$ cat src/rtl/thermal_fan_pkg.sv
package thermal_fan_pkg;

  typedef enum logic [1:0] {
    SPEED_LOW  = 2'd0,
    SPEED_MED  = 2'd1,
    SPEED_HIGH = 2'd2
  } fanSpeed_e;

  // Comparison results from the datapath
  typedef struct packed {
    logic overMedUp;   // supply above the medium step-up point
    logic holdMed;     // supply at or above the medium step-down point
    logic overHighUp;  // supply above the high step-up point
    logic holdHigh;    // supply at or above the high step-down point
    logic supplyCrit;  // supply above its shutdown limit
    logic cpuCrit;     // processor above its shutdown limit
  } tempFlags_t;

  // Strobes from control to datapath
  typedef struct packed {
    logic      loadSpeed;
    fanSpeed_e nextSpeed;
    logic      tripSupply;
    logic      tripCpu;
  } ctrlStrobes_t;

endpackage

$ cat src/rtl/thermal_fan_datapath.sv
module thermal_fan_datapath
  import thermal_fan_pkg::*;
#(
  parameter int TEMP_W       = 8,
  parameter int MED_UP       = 39,
  parameter int HIGH_UP      = 51,
  parameter int HYST         = 2,
  parameter int SUPPLY_LIMIT = 97,
  parameter int CPU_LIMIT    = 100
) (
  input  logic              clk,
  input  logic              rstN,
  input  logic [TEMP_W-1:0] supplyTemp,
  input  logic [TEMP_W-1:0] cpuTemp,
  input  ctrlStrobes_t      strobes,
  output tempFlags_t        flags,
  output fanSpeed_e         curSpeed,
  output logic              warnOut,
  output logic              shutOut,
  output logic              supplyFaultOut,
  output logic              cpuFaultOut
);

  localparam int MED_DOWN    = MED_UP - HYST;
  localparam int HIGH_DOWN   = HIGH_UP - HYST;
  localparam int NUM_SENSORS = 2;

  int supplyVal;
  int cpuVal;

  always_comb begin
    supplyVal = int'($signed(supplyTemp));
    cpuVal    = int'($signed(cpuTemp));
  end

  always_comb begin
    flags.overMedUp  = supplyVal > MED_UP;
    flags.holdMed    = supplyVal >= MED_DOWN;
    flags.overHighUp = supplyVal > HIGH_UP;
    flags.holdHigh   = supplyVal >= HIGH_DOWN;
    flags.supplyCrit = supplyVal > SUPPLY_LIMIT;
    flags.cpuCrit    = cpuVal > CPU_LIMIT;
  end

  // Speed and warning registers
  fanSpeed_e speedQ;
  logic      warnQ;

  always_ff @(posedge clk) begin
    if (!rstN) begin
      speedQ <= SPEED_LOW;
      warnQ  <= 1'b0;
    end else if (strobes.loadSpeed) begin
      speedQ <= strobes.nextSpeed;
      warnQ  <= (strobes.nextSpeed == SPEED_HIGH);
    end
  end

  // One sticky cause latch per sensor
  logic [NUM_SENSORS-1:0] tripVec;
  logic [NUM_SENSORS-1:0] faultVec;

  assign tripVec = {strobes.tripCpu, strobes.tripSupply};

  for (genvar s = 0; s < NUM_SENSORS; s++) begin : g_cause
    logic causeQ;
    always_ff @(posedge clk) begin
      if (!rstN)           causeQ <= 1'b0;
      else if (tripVec[s]) causeQ <= 1'b1;
    end
    assign faultVec[s] = causeQ;
  end

  logic shutQ;
  always_ff @(posedge clk) begin
    if (!rstN)          shutQ <= 1'b0;
    else if (|tripVec)  shutQ <= 1'b1;
  end

  assign curSpeed       = speedQ;
  assign warnOut        = warnQ;
  assign shutOut        = shutQ;
  assign supplyFaultOut = faultVec[0];
  assign cpuFaultOut    = faultVec[1];

endmodule

$ cat src/rtl/thermal_fan_control.sv
module thermal_fan_control
  import thermal_fan_pkg::*;
(
  input  logic         supplyValid,
  input  logic         cpuValid,
  input  tempFlags_t   flags,
  input  fanSpeed_e    curSpeed,
  output ctrlStrobes_t strobes
);

  fanSpeed_e target;

  always_comb begin
    target = curSpeed;
    if (flags.overHighUp) begin
      target = SPEED_HIGH;
    end else begin
      unique case (curSpeed)
        SPEED_HIGH: target = flags.holdHigh ? SPEED_HIGH
                           : (flags.holdMed ? SPEED_MED : SPEED_LOW);
        SPEED_MED:  target = flags.holdMed ? SPEED_MED : SPEED_LOW;
        default:    target = flags.overMedUp ? SPEED_MED : SPEED_LOW;
      endcase
    end
  end

  always_comb begin
    strobes.loadSpeed  = supplyValid;
    strobes.nextSpeed  = target;
    strobes.tripSupply = supplyValid && flags.supplyCrit;
    strobes.tripCpu    = cpuValid && flags.cpuCrit;
  end

endmodule

$ cat src/rtl/thermal_fan_ctrl.sv
module thermal_fan_ctrl
  import thermal_fan_pkg::*;
#(
  parameter int TEMP_W       = 8,
  parameter int MED_UP       = 39,
  parameter int HIGH_UP      = 51,
  parameter int HYST         = 2,
  parameter int SUPPLY_LIMIT = 97,
  parameter int CPU_LIMIT    = 100
) (
  input  logic              clk,
  input  logic              rstN,
  input  logic [TEMP_W-1:0] supplyTemp,
  input  logic              supplyValid,
  input  logic [TEMP_W-1:0] cpuTemp,
  input  logic              cpuValid,
  output logic [1:0]        fanSpeed,
  output logic              auxFanOn,
  output logic              nearShutdownWarn,
  output logic              shutdownReq,
  output logic              supplyFault,
  output logic              cpuFault
);

  tempFlags_t   flags;
  ctrlStrobes_t strobes;
  fanSpeed_e    curSpeed;

  thermal_fan_control u_ctrl (
    .supplyValid (supplyValid),
    .cpuValid    (cpuValid),
    .flags       (flags),
    .curSpeed    (curSpeed),
    .strobes     (strobes)
  );

  thermal_fan_datapath #(
    .TEMP_W       (TEMP_W),
    .MED_UP       (MED_UP),
    .HIGH_UP      (HIGH_UP),
    .HYST         (HYST),
    .SUPPLY_LIMIT (SUPPLY_LIMIT),
    .CPU_LIMIT    (CPU_LIMIT)
  ) u_dp (
    .clk            (clk),
    .rstN           (rstN),
    .supplyTemp     (supplyTemp),
    .cpuTemp        (cpuTemp),
    .strobes        (strobes),
    .flags          (flags),
    .curSpeed       (curSpeed),
    .warnOut        (nearShutdownWarn),
    .shutOut        (shutdownReq),
    .supplyFaultOut (supplyFault),
    .cpuFaultOut    (cpuFault)
  );

  assign fanSpeed = curSpeed;
  assign auxFanOn = 1'b1;

endmodule

$ cat config.mk
export PLATFORM = sky130hd
export DESIGN_NAME = thermal_fan_ctrl
export DESIGN_NICKNAME = d
export VERILOG_FILES = /design/src/rtl/thermal_fan_pkg.sv /design/src/rtl/thermal_fan_datapath.sv /design/src/rtl/thermal_fan_control.sv /design/src/rtl/thermal_fan_ctrl.sv
export SDC_FILE = /design/constraint.sdc
export NUM_CORES = 1
export LEC_CHECK = 0
export ABC_AREA = 0
export BUFFER_PORTS_ARGS = -buffer_cell sky130_fd_sc_hd__clkbuf_2
export CORE_AREA = 2 2 39 41
export CTS_BUF_LIST = sky130_fd_sc_hd__clkbuf_2 sky130_fd_sc_hd__clkbuf_4 sky130_fd_sc_hd__clkbuf_8
export CTS_CLUSTER_DIAMETER = 40
export DETAILED_ROUTE_END_ITERATION = 8
export DIE_AREA = 0 0 41 43
export PLACE_DENSITY_LB_ADDON = 0.3
export SETUP_SLACK_MARGIN = 0.1
export SKIP_CTS_REPAIR_TIMING = 1
export SYNTH_ARGS = -nofsm -noshare
export SYNTH_HDL_FRONTEND = slang
export SYNTH_SLANG_ARGS = --single-unit
$ cat constraint.sdc
create_clock -name clk -period 1.7 [get_ports clk]
set_clock_uncertainty 0.2 [all_clocks]
set_input_delay 0 -clock clk [delete_from_list [all_inputs] [get_ports clk]]
set_output_delay 0 -clock clk [all_outputs]
set_load 0.1 [all_outputs]
==> report_table.html, run 1 <==
<table>
<tr><th>Metric</th><th>Value</th></tr>
<tr><th colspan="2">Run status</th></tr>
<tr><td>Run status</td><td>finished, violations left</td></tr>
<tr><td>Failing checks</td><td>hold timing</td></tr>
<tr><th colspan="2">Routing</th></tr>
<tr><td>Detailed-route DRC error count</td><td>0</td></tr>
<tr><td>Met1 Routed Length</td><td>405 um</td></tr>
<tr><td>WL per Instance</td><td>~10 um</td></tr>
<tr><td>Routed length on met2</td><td>536 um</td></tr>
<tr><td>Via/cell ratio</td><td>about 4.6</td></tr>
<tr><td>Number of vias after detailed routing</td><td>about 460</td></tr>
<tr><td>Number of violations reported at the end of detailed-routing iteration 0</td><td>0</td></tr>
<tr><td>Topmost layer with routed signal wires</td><td>met3</td></tr>
<tr><td>Routed wire length</td><td>between 1000 and 1500 um</td></tr>
<tr><td>ANT nets after route</td><td>0</td></tr>
<tr><td>Routed met3 length</td><td>~76 um</td></tr>
<tr><td>Length of the first detailed-routing pass in iterations</td><td>1</td></tr>
<tr><th colspan="2">Logic synthesis</th></tr>
<tr><td>Proportion of synthesized chip area in sequential cells</td><td>0.315</td></tr>
<tr><td>Mapped Nets</td><td>70</td></tr>
<tr><td>Number of cells produced by synthesis</td><td>48</td></tr>
<tr><td>Yosys warning total</td><td>0</td></tr>
<tr><td>Cell area after synthesis</td><td>between 300 and 400 sq um</td></tr>
<tr><td>Number of library cell types mapped by synthesis</td><td>24</td></tr>
<tr><td>Register bit count reported by yosys</td><td>6</td></tr>
<tr><td>Mean instance size in the synthesized netlist</td><td>just under 8 sq um</td></tr>
<tr><th colspan="2">Pwr</th></tr>
<tr><td>Cell Int Power</td><td>between 300 and 400 uW</td></tr>
<tr><td>Leakage power summed over all cells</td><td>between 0.0003 and 0.0004 uW</td></tr>
<tr><td>Part of the power in the clock network</td><td>0.347</td></tr>
<tr><td>Switching share of total power</td><td>0.333</td></tr>
<tr><td>Peak ir drop on the vdd network</td><td>between 0.0003 and 0.0004 V</td></tr>
<tr><td>Comb pwr share</td><td>0.324</td></tr>
<tr><td>Total power divided by cell area</td><td>about 700 nW/um^2</td></tr>
<tr><td>Total net switching power</td><td>around 150 uW</td></tr>
<tr><td>Share of power burned in registers</td><td>0.328</td></tr>
<tr><th colspan="2">Critical path</th></tr>
<tr><td>Worst Path Arrival</td><td>approximately 1600 ps</td></tr>
<tr><td>Sequence of cells on the critical path</td><td>inv_4 -&gt; ha_4 -&gt; o21ba_4 -&gt; nand2_1 -&gt; a221o_1 -&gt; a41o_1</td></tr>
<tr><td>Slowest Stage Delay on Critical Path</td><td>approximately 350 ps</td></tr>
<tr><td>Endpoint type of the worst setup path</td><td>flip-flop</td></tr>
<tr><td>Slowest CP cell</td><td>dfxtp_4</td></tr>
<tr><td>Worst Setup Start Kind</td><td>flip-flop</td></tr>
<tr><td>Buf/Inv on CP</td><td>1</td></tr>
<tr><td>Worst-case register-to-register setup slack</td><td>around 9.3 ps</td></tr>
<tr><td>Crit Path Category</td><td>flip-flop to flip-flop</td></tr>
<tr><td>Data required time at the worst endpoint</td><td>1630 ps</td></tr>
<tr><td>Worst path top cell family by delay</td><td>compound AO/OA/AOI/OAI gates</td></tr>
<tr><td>Critical-path maximum fanout</td><td>3</td></tr>
<tr><th colspan="2">Layout</th></tr>
<tr><td>Area of all placed cells without fillers</td><td>668 sq um</td></tr>
<tr><td>Antenna diodes</td><td>0</td></tr>
<tr><td>Util after Layout</td><td>0.483</td></tr>
<tr><td>Final-layout fill cell count</td><td>between 100 and 150</td></tr>
<tr><td>Layout net count</td><td>about 110</td></tr>
<tr><td>Syn-to-layout area delta</td><td>75.1%</td></tr>
<tr><td>Share of cells above drive strength 1</td><td>0.452</td></tr>
<tr><th colspan="2">Global routing</th></tr>
<tr><td>Via count of the first global-routing pass</td><td>roughly 400</td></tr>
<tr><td>Global-route wire length before repair</td><td>1480 um</td></tr>
<tr><td>Overall overflow remaining after global route</td><td>0</td></tr>
<tr><td>Total global routing track utilization</td><td>0.126</td></tr>
<tr><td>Number of antenna violations at the first check in global routing</td><td>0</td></tr>
<tr><td>Largest net degree at the start of global routing</td><td>8</td></tr>
<tr><th colspan="2">Floorplanning</th></tr>
<tr><td>Width of the die</td><td>a little over 40 um</td></tr>
<tr><td>Area inside the core boundary</td><td>between 1000 and 1500 sq um</td></tr>
<tr><td>Die span in y</td><td>43 um</td></tr>
<tr><td>Starting density of the core</td><td>0.276</td></tr>
<tr><td>I/O pin cnt</td><td>27</td></tr>
<tr><td>Number of standard-cell rows in the floorplan</td><td>14</td></tr>
<tr><td>Die Footprint</td><td>approximately 1800 sq um</td></tr>
<tr><th colspan="2">Clock network</th></tr>
<tr><td>Buffers from clock root to sink, at most</td><td>2</td></tr>
<tr><td>Latest clock arrival within the worst-skew pair</td><td>around 250 ps</td></tr>
<tr><td>Clock H-tree levels</td><td>1</td></tr>
<tr><td>CTS tree</td><td>built</td></tr>
<tr><td>Clock tree sinks</td><td>6</td></tr>
<tr><td>Root buffer cell</td><td>clkbuf_4</td></tr>
<tr><td>Number of buffers created by CTS</td><td>3</td></tr>
<tr><td>Register clock-pin slew on the reported worst setup and hold paths</td><td>50 ps</td></tr>
<tr><th colspan="2">Timing</th></tr>
<tr><td>Number of endpoints with negative hold slack in the final report</td><td>3</td></tr>
<tr><td>Rel. slew slack</td><td>0.641</td></tr>
<tr><td>Ratio of final minimum period to clock period</td><td>0.995</td></tr>
<tr><td>Unrepaired setup endpoints after global routing</td><td>yes</td></tr>
<tr><td>Final-layout worst hold slack</td><td>-43.0 ps</td></tr>
<tr><td>Minimum clock period</td><td>1690 ps</td></tr>
<tr><td>Final slew viol count</td><td>0</td></tr>
<tr><td>Tightest Pin Transition</td><td>541 ps</td></tr>
<tr><td>Timing-limited maximum frequency</td><td>just under 600 MHz</td></tr>
<tr><td>Final number of setup-violating endpoints</td><td>0</td></tr>
<tr><th colspan="2">Hold path</th></tr>
<tr><td>Type of the most critical hold path</td><td>input pin to flip-flop</td></tr>
<tr><th colspan="2">Place</th></tr>
<tr><td>Final HPWL from detailed placement</td><td>slightly above 800 um</td></tr>
<tr><td>Cell area after placement</td><td>around 560 sq um</td></tr>
<tr><td>Quantity of I/O buffers inserted on ports</td><td>25</td></tr>
<tr><td>Final Wtd Congestion</td><td>0.713</td></tr>
<tr><th colspan="2">Flow run</th></tr>
<tr><td>Maximum capacitance violations</td><td>0</td></tr>
</table>
==> worst min-delay path: cells and delay by family <==
kind | cells | cell delay [ps]
and+or+nand+nor | 4 | 240
buffers and inverters | 1 | 100
==> cells in the mapped netlist (all sizes together) <==
cell type | instances | area share
or3 | 1 | 0.016
a41o | 1 | 0.026
buf | 1 | 0.020
a211oi | 1 | 0.020
a21oi | 1 | 0.013
dfxtp | 6 | 0.31
or2b | 1 | 0.023
ha | 2 | 0.066
o211ai | 2 | 0.039
o21ba | 1 | 0.026
nor4 | 2 | 0.049
nand3b | 1 | 0.020
o21ai | 4 | 0.052
nor3 | 2 | 0.026
nand2 | 4 | 0.039
conb | 1 | 0.0098
nor2 | 7 | 0.069
nand4b | 1 | 0.023
o22ai | 1 | 0.016
a221o | 1 | 0.026
inv | 4 | 0.039
nor3b | 2 | 0.039
o211a | 1 | 0.026
==> cells by family (layout without fill, tap and decap cells) <==
kind of cell	Yosys count	count (layout)	synth area share
AOI/OAI and AO/OA	13	13	0.246
adders and majority gates	2	2	0.0656
buffers and inverters	5	41	0.0590
DFF	6	6	0.315
other	1	1	0.00983
and+or+nand+nor	21	21	0.305
==> sequential cells by signal (all words and copies together), names as in the netlist <==
register             flops
u_dp.supplyFaultOut      1
u_dp.curSpeed            2
u_dp.shutOut             1
u_dp.cpuFaultOut         1
u_dp.warnOut             1
==> cells in the final DEF (no fill, tap or decap), types with 2 or more instances in the layout <==
cell / n
inv_1: 3
dlygate4sd3_1: 7
o21ai_0: 3
clkbuf_2: 25
nor2_1: 7
nor3b_1: 2
dfxtp_1: 4
dfxtp_4: 2
nor3_1: 2
nand2_1: 4
o211ai_1: 2
clkbuf_4: 4
==> power by group through the flow <==
stage | Sequential (uW) | Combinational [uW] | Clock (uW)
after floorplan | 197 | 46.9 | 0
after global placement | 152 | 132 | 0
after detailed placement | 153 | 132 | 0
after CTS | 150 | 133 | 165
after global routing | 151 | 162 | 174
final | 150 | 148 | 159
==> final cells by class <==
cell class | instances | area, sq um | share of cell area
Sequential cell | 6 | 128 | 0.191
Inverter | 4 | 17.5 | 0.0262
Tap cell | 16 | 20.0 | 0.0300
Clock buffer | 4 | 30.0 | 0.0449
Multi-Input combinational cell | 37 | 270 | 0.404
Timing Repair Buffer | 33 | 203 | 0.303
==> final timing paths <==
path / from / endpoint / depth (start not counted)
max: u_dp.curSpeed[0] / u_dp.warnOut / 6
min: supplyTemp[5] / u_dp.supplyFaultOut / 5
max reg2reg: u_dp.curSpeed[0] / u_dp.warnOut / 6
min reg2reg: u_dp.cpuFaultOut / u_dp.cpuFaultOut / 2
==> metal layers <==
| layer | vias to the layer above | global-route usage |
|---|---|---|
| li1 | 244 | - |
| met1 | 200 | 0.138 |
| met3 | 0 | 0.0157 |
| met4 | 0 | 0.100 |
| met2 | 20 | 0.200 |
| met5 | - | 0 |
==> through the flow <==
step,instances,total power (uW),setup TNS (ps),worst slack [ps]
6_report,100,457,0,9.30
3_5_place_dp,89,285,0,6.05
3_3_place_gp,89,284,0,23.9
2_1_floorplan,48,244,-291,-182
4_1_cts,93,448,-20.3,-20.3
5_1_grt,100,486,-82.1,-41.8
No activity file was read; power rests on OpenSTA's default activity.
==> run 2, diff against run 1 <==
--- a/config.mk
+++ b/config.mk
@@ -13,6 +13,7 @@
 export DETAILED_ROUTE_END_ITERATION = 8
 export DIE_AREA = 0 0 41 43
 export PLACE_DENSITY_LB_ADDON = 0.3
+export REMOVE_ABC_BUFFERS = 1
 export SETUP_SLACK_MARGIN = 0.1
 export SKIP_CTS_REPAIR_TIMING = 1
 export SYNTH_ARGS = -nofsm -noshare
==> run 2 against run 1 <==
Combinational power barely moved. The flow finishes with violations (hold timing, setup timing). Critical path depth stayed put. Global-route usage is 1.6 points higher. Largest power group is now sequential cells. Critical endpoint unchanged. Clock power fell by 14%. Sequential power about the same. Non-clock buffer count grew 1. Power fell by 4.5%. Wire length rose by 6.1%. Cell area shrank 2.2%. Worst hold slack lost 13 ps. Count of clock-buffer cells in the layout shrank 1. Final cell count stayed put.
==> report_table.html, run 2 (synthesis results as in run 1) <==
<table>
<tr><th>Metric</th><th>Value</th></tr>
<tr><th colspan="2">Routing</th></tr>
<tr><td>Routed wire length</td><td>1080 um (+6.1%)</td></tr>
<tr><td>Number of violations reported at the end of detailed-routing iteration 0</td><td>8 (+8)</td></tr>
<tr><td>ANT nets after route</td><td>0 (unchanged)</td></tr>
<tr><td>Number of vias after detailed routing</td><td>497 (+7.1%)</td></tr>
<tr><td>Detailed-route DRC error count</td><td>0 (unchanged)</td></tr>
<tr><td>WL per Instance</td><td>10.8 um (+6.1%)</td></tr>
<tr><td>Via/cell ratio</td><td>4.97 (+7.1%)</td></tr>
<tr><td>Length of the first detailed-routing pass in iterations</td><td>4 (+3)</td></tr>
<tr><th colspan="2">Layout</th></tr>
<tr><td>Antenna diodes</td><td>0 (unchanged)</td></tr>
<tr><td>Share of cells above drive strength 1</td><td>0.476 (+0.0238)</td></tr>
<tr><td>Number of flip-flops in the largest register</td><td>2 (unchanged)</td></tr>
<tr><td>FF/Latch Area</td><td>123 sq um (-3.9%)</td></tr>
<tr><td>Most frequent cells in the layout</td><td>25 x clkbuf_2, 7 x nor2_1, 6 x dlygate4sd3_1, 4 x o21ai_0, 4 x dfxtp_1</td></tr>
<tr><td>Total area of multi-input combinational cells</td><td>265 sq um (-1.9%)</td></tr>
<tr><td>Final-layout fill cell count</td><td>142 (-2.1%)</td></tr>
<tr><td>Most frequent standard cell in the layout excluding fill and tap cells</td><td>clkbuf_2</td></tr>
<tr><td>Syn-to-layout area delta</td><td>71.1%</td></tr>
<tr><td>Filler-free cell count of the finished design</td><td>100 (unchanged)</td></tr>
<tr><td>Layout net count</td><td>108 (+0.93%)</td></tr>
<tr><th colspan="2">Clock network</th></tr>
<tr><td>Root buffer cell</td><td>clkbuf_4</td></tr>
<tr><td>Clock tree sinks</td><td>6 (unchanged)</td></tr>
<tr><td>Buffers from clock root to sink, at most</td><td>2 (unchanged)</td></tr>
<tr><td>Latest clock arrival within the worst-skew pair</td><td>250 ps (about the same)</td></tr>
<tr><td>Register clock-pin slew on the reported worst setup and hold paths</td><td>50 ps (about the same)</td></tr>
<tr><td>CTS tree</td><td>built</td></tr>
<tr><td>Clock H-tree levels</td><td>1 (unchanged)</td></tr>
<tr><td>Number of buffers created by CTS</td><td>3 (unchanged)</td></tr>
<tr><th colspan="2">Timing</th></tr>
<tr><td>Timing-limited maximum frequency</td><td>575 MHz (-2.7%)</td></tr>
<tr><td>Tightest Pin Transition</td><td>541 ps (-0.289 ps)</td></tr>
<tr><td>Number of endpoints with negative hold slack in the final report</td><td>2 (-1)</td></tr>
<tr><td>Unrepaired setup endpoints after global routing</td><td>yes</td></tr>
<tr><td>Final number of setup-violating endpoints</td><td>1 (+1)</td></tr>
<tr><td>Rel. slew slack</td><td>0.641 (about the same)</td></tr>
<tr><td>Minimum clock period</td><td>1740 ps (+47.6 ps)</td></tr>
<tr><td>Final slew viol count</td><td>0 (unchanged)</td></tr>
<tr><td>Total Negative Setup Slacks</td><td>-38.3 ps (-38.3 ps)</td></tr>
<tr><td>Final Worst Setup Slack</td><td>-38.3 ps (-47.6 ps)</td></tr>
<tr><td>Final-layout worst hold slack</td><td>-56.4 ps (-13.4 ps)</td></tr>
<tr><td>Ratio of final minimum period to clock period</td><td>1.02 (+0.0280)</td></tr>
<tr><th colspan="2">Place</th></tr>
<tr><td>Worst setup timing slack at the placement stage</td><td>-153 ps (-159 ps)</td></tr>
<tr><td>Quantity of I/O buffers inserted on ports</td><td>25 (unchanged)</td></tr>
<tr><td>DP Cell Count</td><td>90 (+1.1%)</td></tr>
<tr><td>Final Wtd Congestion</td><td>0.839 (+18%)</td></tr>
<tr><td>Final HPWL from detailed placement</td><td>826 um (+1.4%)</td></tr>
<tr><th colspan="2">Hold path</th></tr>
<tr><td>Origin of the worst min-delay path</td><td>cpuTemp[2]</td></tr>
<tr><td>Type of the most critical hold path</td><td>input pin to flip-flop</td></tr>
<tr><th colspan="2">Pwr</th></tr>
<tr><td>Leakage power summed over all cells</td><td>0.000319 uW (about the same)</td></tr>
<tr><td>Peak ir drop on the vdd network</td><td>0.000365 V (-1.6%)</td></tr>
<tr><td>Total power divided by cell area</td><td>668 nW/um^2 (-2.3%)</td></tr>
<tr><th colspan="2">Flow run</th></tr>
<tr><td>Maximum capacitance violations</td><td>0 (unchanged)</td></tr>
<tr><th colspan="2">Floorplanning</th></tr>
<tr><td>I/O pin cnt</td><td>27 (unchanged)</td></tr>
<tr><td>Starting density of the core</td><td>0.276 (unchanged)</td></tr>
<tr><td>Die Footprint</td><td>1760 sq um (unchanged)</td></tr>
<tr><td>Number of standard-cell rows in the floorplan</td><td>14 (unchanged)</td></tr>
<tr><td>Area inside the core boundary</td><td>1380 sq um (unchanged)</td></tr>
<tr><td>Width of the die</td><td>41 um (unchanged)</td></tr>
<tr><td>Die span in y</td><td>43 um (unchanged)</td></tr>
<tr><th colspan="2">Run status</th></tr>
<tr><td>Run status</td><td>finished, violations left</td></tr>
<tr><td>Failing checks</td><td>hold timing, setup timing</td></tr>
<tr><th colspan="2">Global routing</th></tr>
<tr><td>Total global routing track utilization</td><td>0.142 (+0.0163)</td></tr>
<tr><td>Overall overflow remaining after global route</td><td>0 (unchanged)</td></tr>
<tr><td>Largest net degree at the start of global routing</td><td>8 (unchanged)</td></tr>
<tr><td>Number of antenna violations at the first check in global routing</td><td>0 (unchanged)</td></tr>
<tr><td>Global-route wire length before repair</td><td>1640 um (+10%)</td></tr>
<tr><td>Via count of the first global-routing pass</td><td>431 (+8.8%)</td></tr>
<tr><th colspan="2">Critical path</th></tr>
<tr><td>Critical-path maximum fanout</td><td>3 (unchanged)</td></tr>
<tr><td>Worst Path Arrival</td><td>1670 ps (+50 ps)</td></tr>
<tr><td>Worst flop-to-flop path startpoint</td><td>u_dp.curSpeed[0]</td></tr>
<tr><td>Origin of the worst setup path</td><td>u_dp.curSpeed[0]</td></tr>
<tr><td>Worst Setup Start Kind</td><td>flip-flop</td></tr>
<tr><td>Data required time at the worst endpoint</td><td>1640 ps (about the same)</td></tr>
<tr><td>Crit Path Category</td><td>flip-flop to flip-flop</td></tr>
<tr><td>Endpoint type of the worst setup path</td><td>flip-flop</td></tr>
</table>
run 2: cell count changes in the layout (fill, tap and decap cells not counted), sizes merged:
cell         delta
clkbuf          -1
dlygate4sd3     -1
buf             +2
run 2: per-layer routing:
layer	track usage	part of all wire	vias up
met2	0.216	0.48	22
met4	0.107	0.031	0
met5	0	0	-
met3	0.0681	0.10	6
li1	-	-	245
met1	0.139	0.39	224
run 2: path summary, 6_finish.rpt:
| path | slack [ps] | end | cells past startpoint |
|---|---|---|---|
| setup / recovery | -40 | u_dp.warnOut | 6 |
| hold reg to reg | 270 | u_dp.supplyFaultOut | 2 |
| setup reg to reg | -40 | u_dp.warnOut | 6 |
| hold / removal | -60 | u_dp.cpuFaultOut | 5 |
run 2: metrics by stage:
step / util / cell area [sq um] / hold WS [ps] / total power [uW]
global placement: 0.386 / 534 / 84.7 / 281
global route: 0.472 / 653 / 2.84 / 461
CTS: 0.402 / 557 / -177 / 422
detailed placement: 0.386 / 534 / 81.7 / 282
finish: 0.472 / 653 / -56.4 / 436
floorplan: - / 374 / -60.1 / 238
run 2: power breakdown:
group	switching [uW]	total, uW	internal, uW
clock network	56.6	137	80.2
registers	3.64	151	148
logic	94.5	148	53.6
run 2: critical path, cell delays in order, from the launching register on:
cell and delay [ps]:
dfxtp_2 330, inv_2 50, ha_4 210, o21ba_4 230, nand2_2 40, a221o_1 360, a41o_1 210
run 2: final cells by class:
class,count,area share
Inverter,4,0.0230
Tap cell,16,0.0307
Sequential cell,6,0.188
Clock buffer,3,0.0345
Multi-Input combinational cell,37,0.406
Timing Repair Buffer,34,0.318
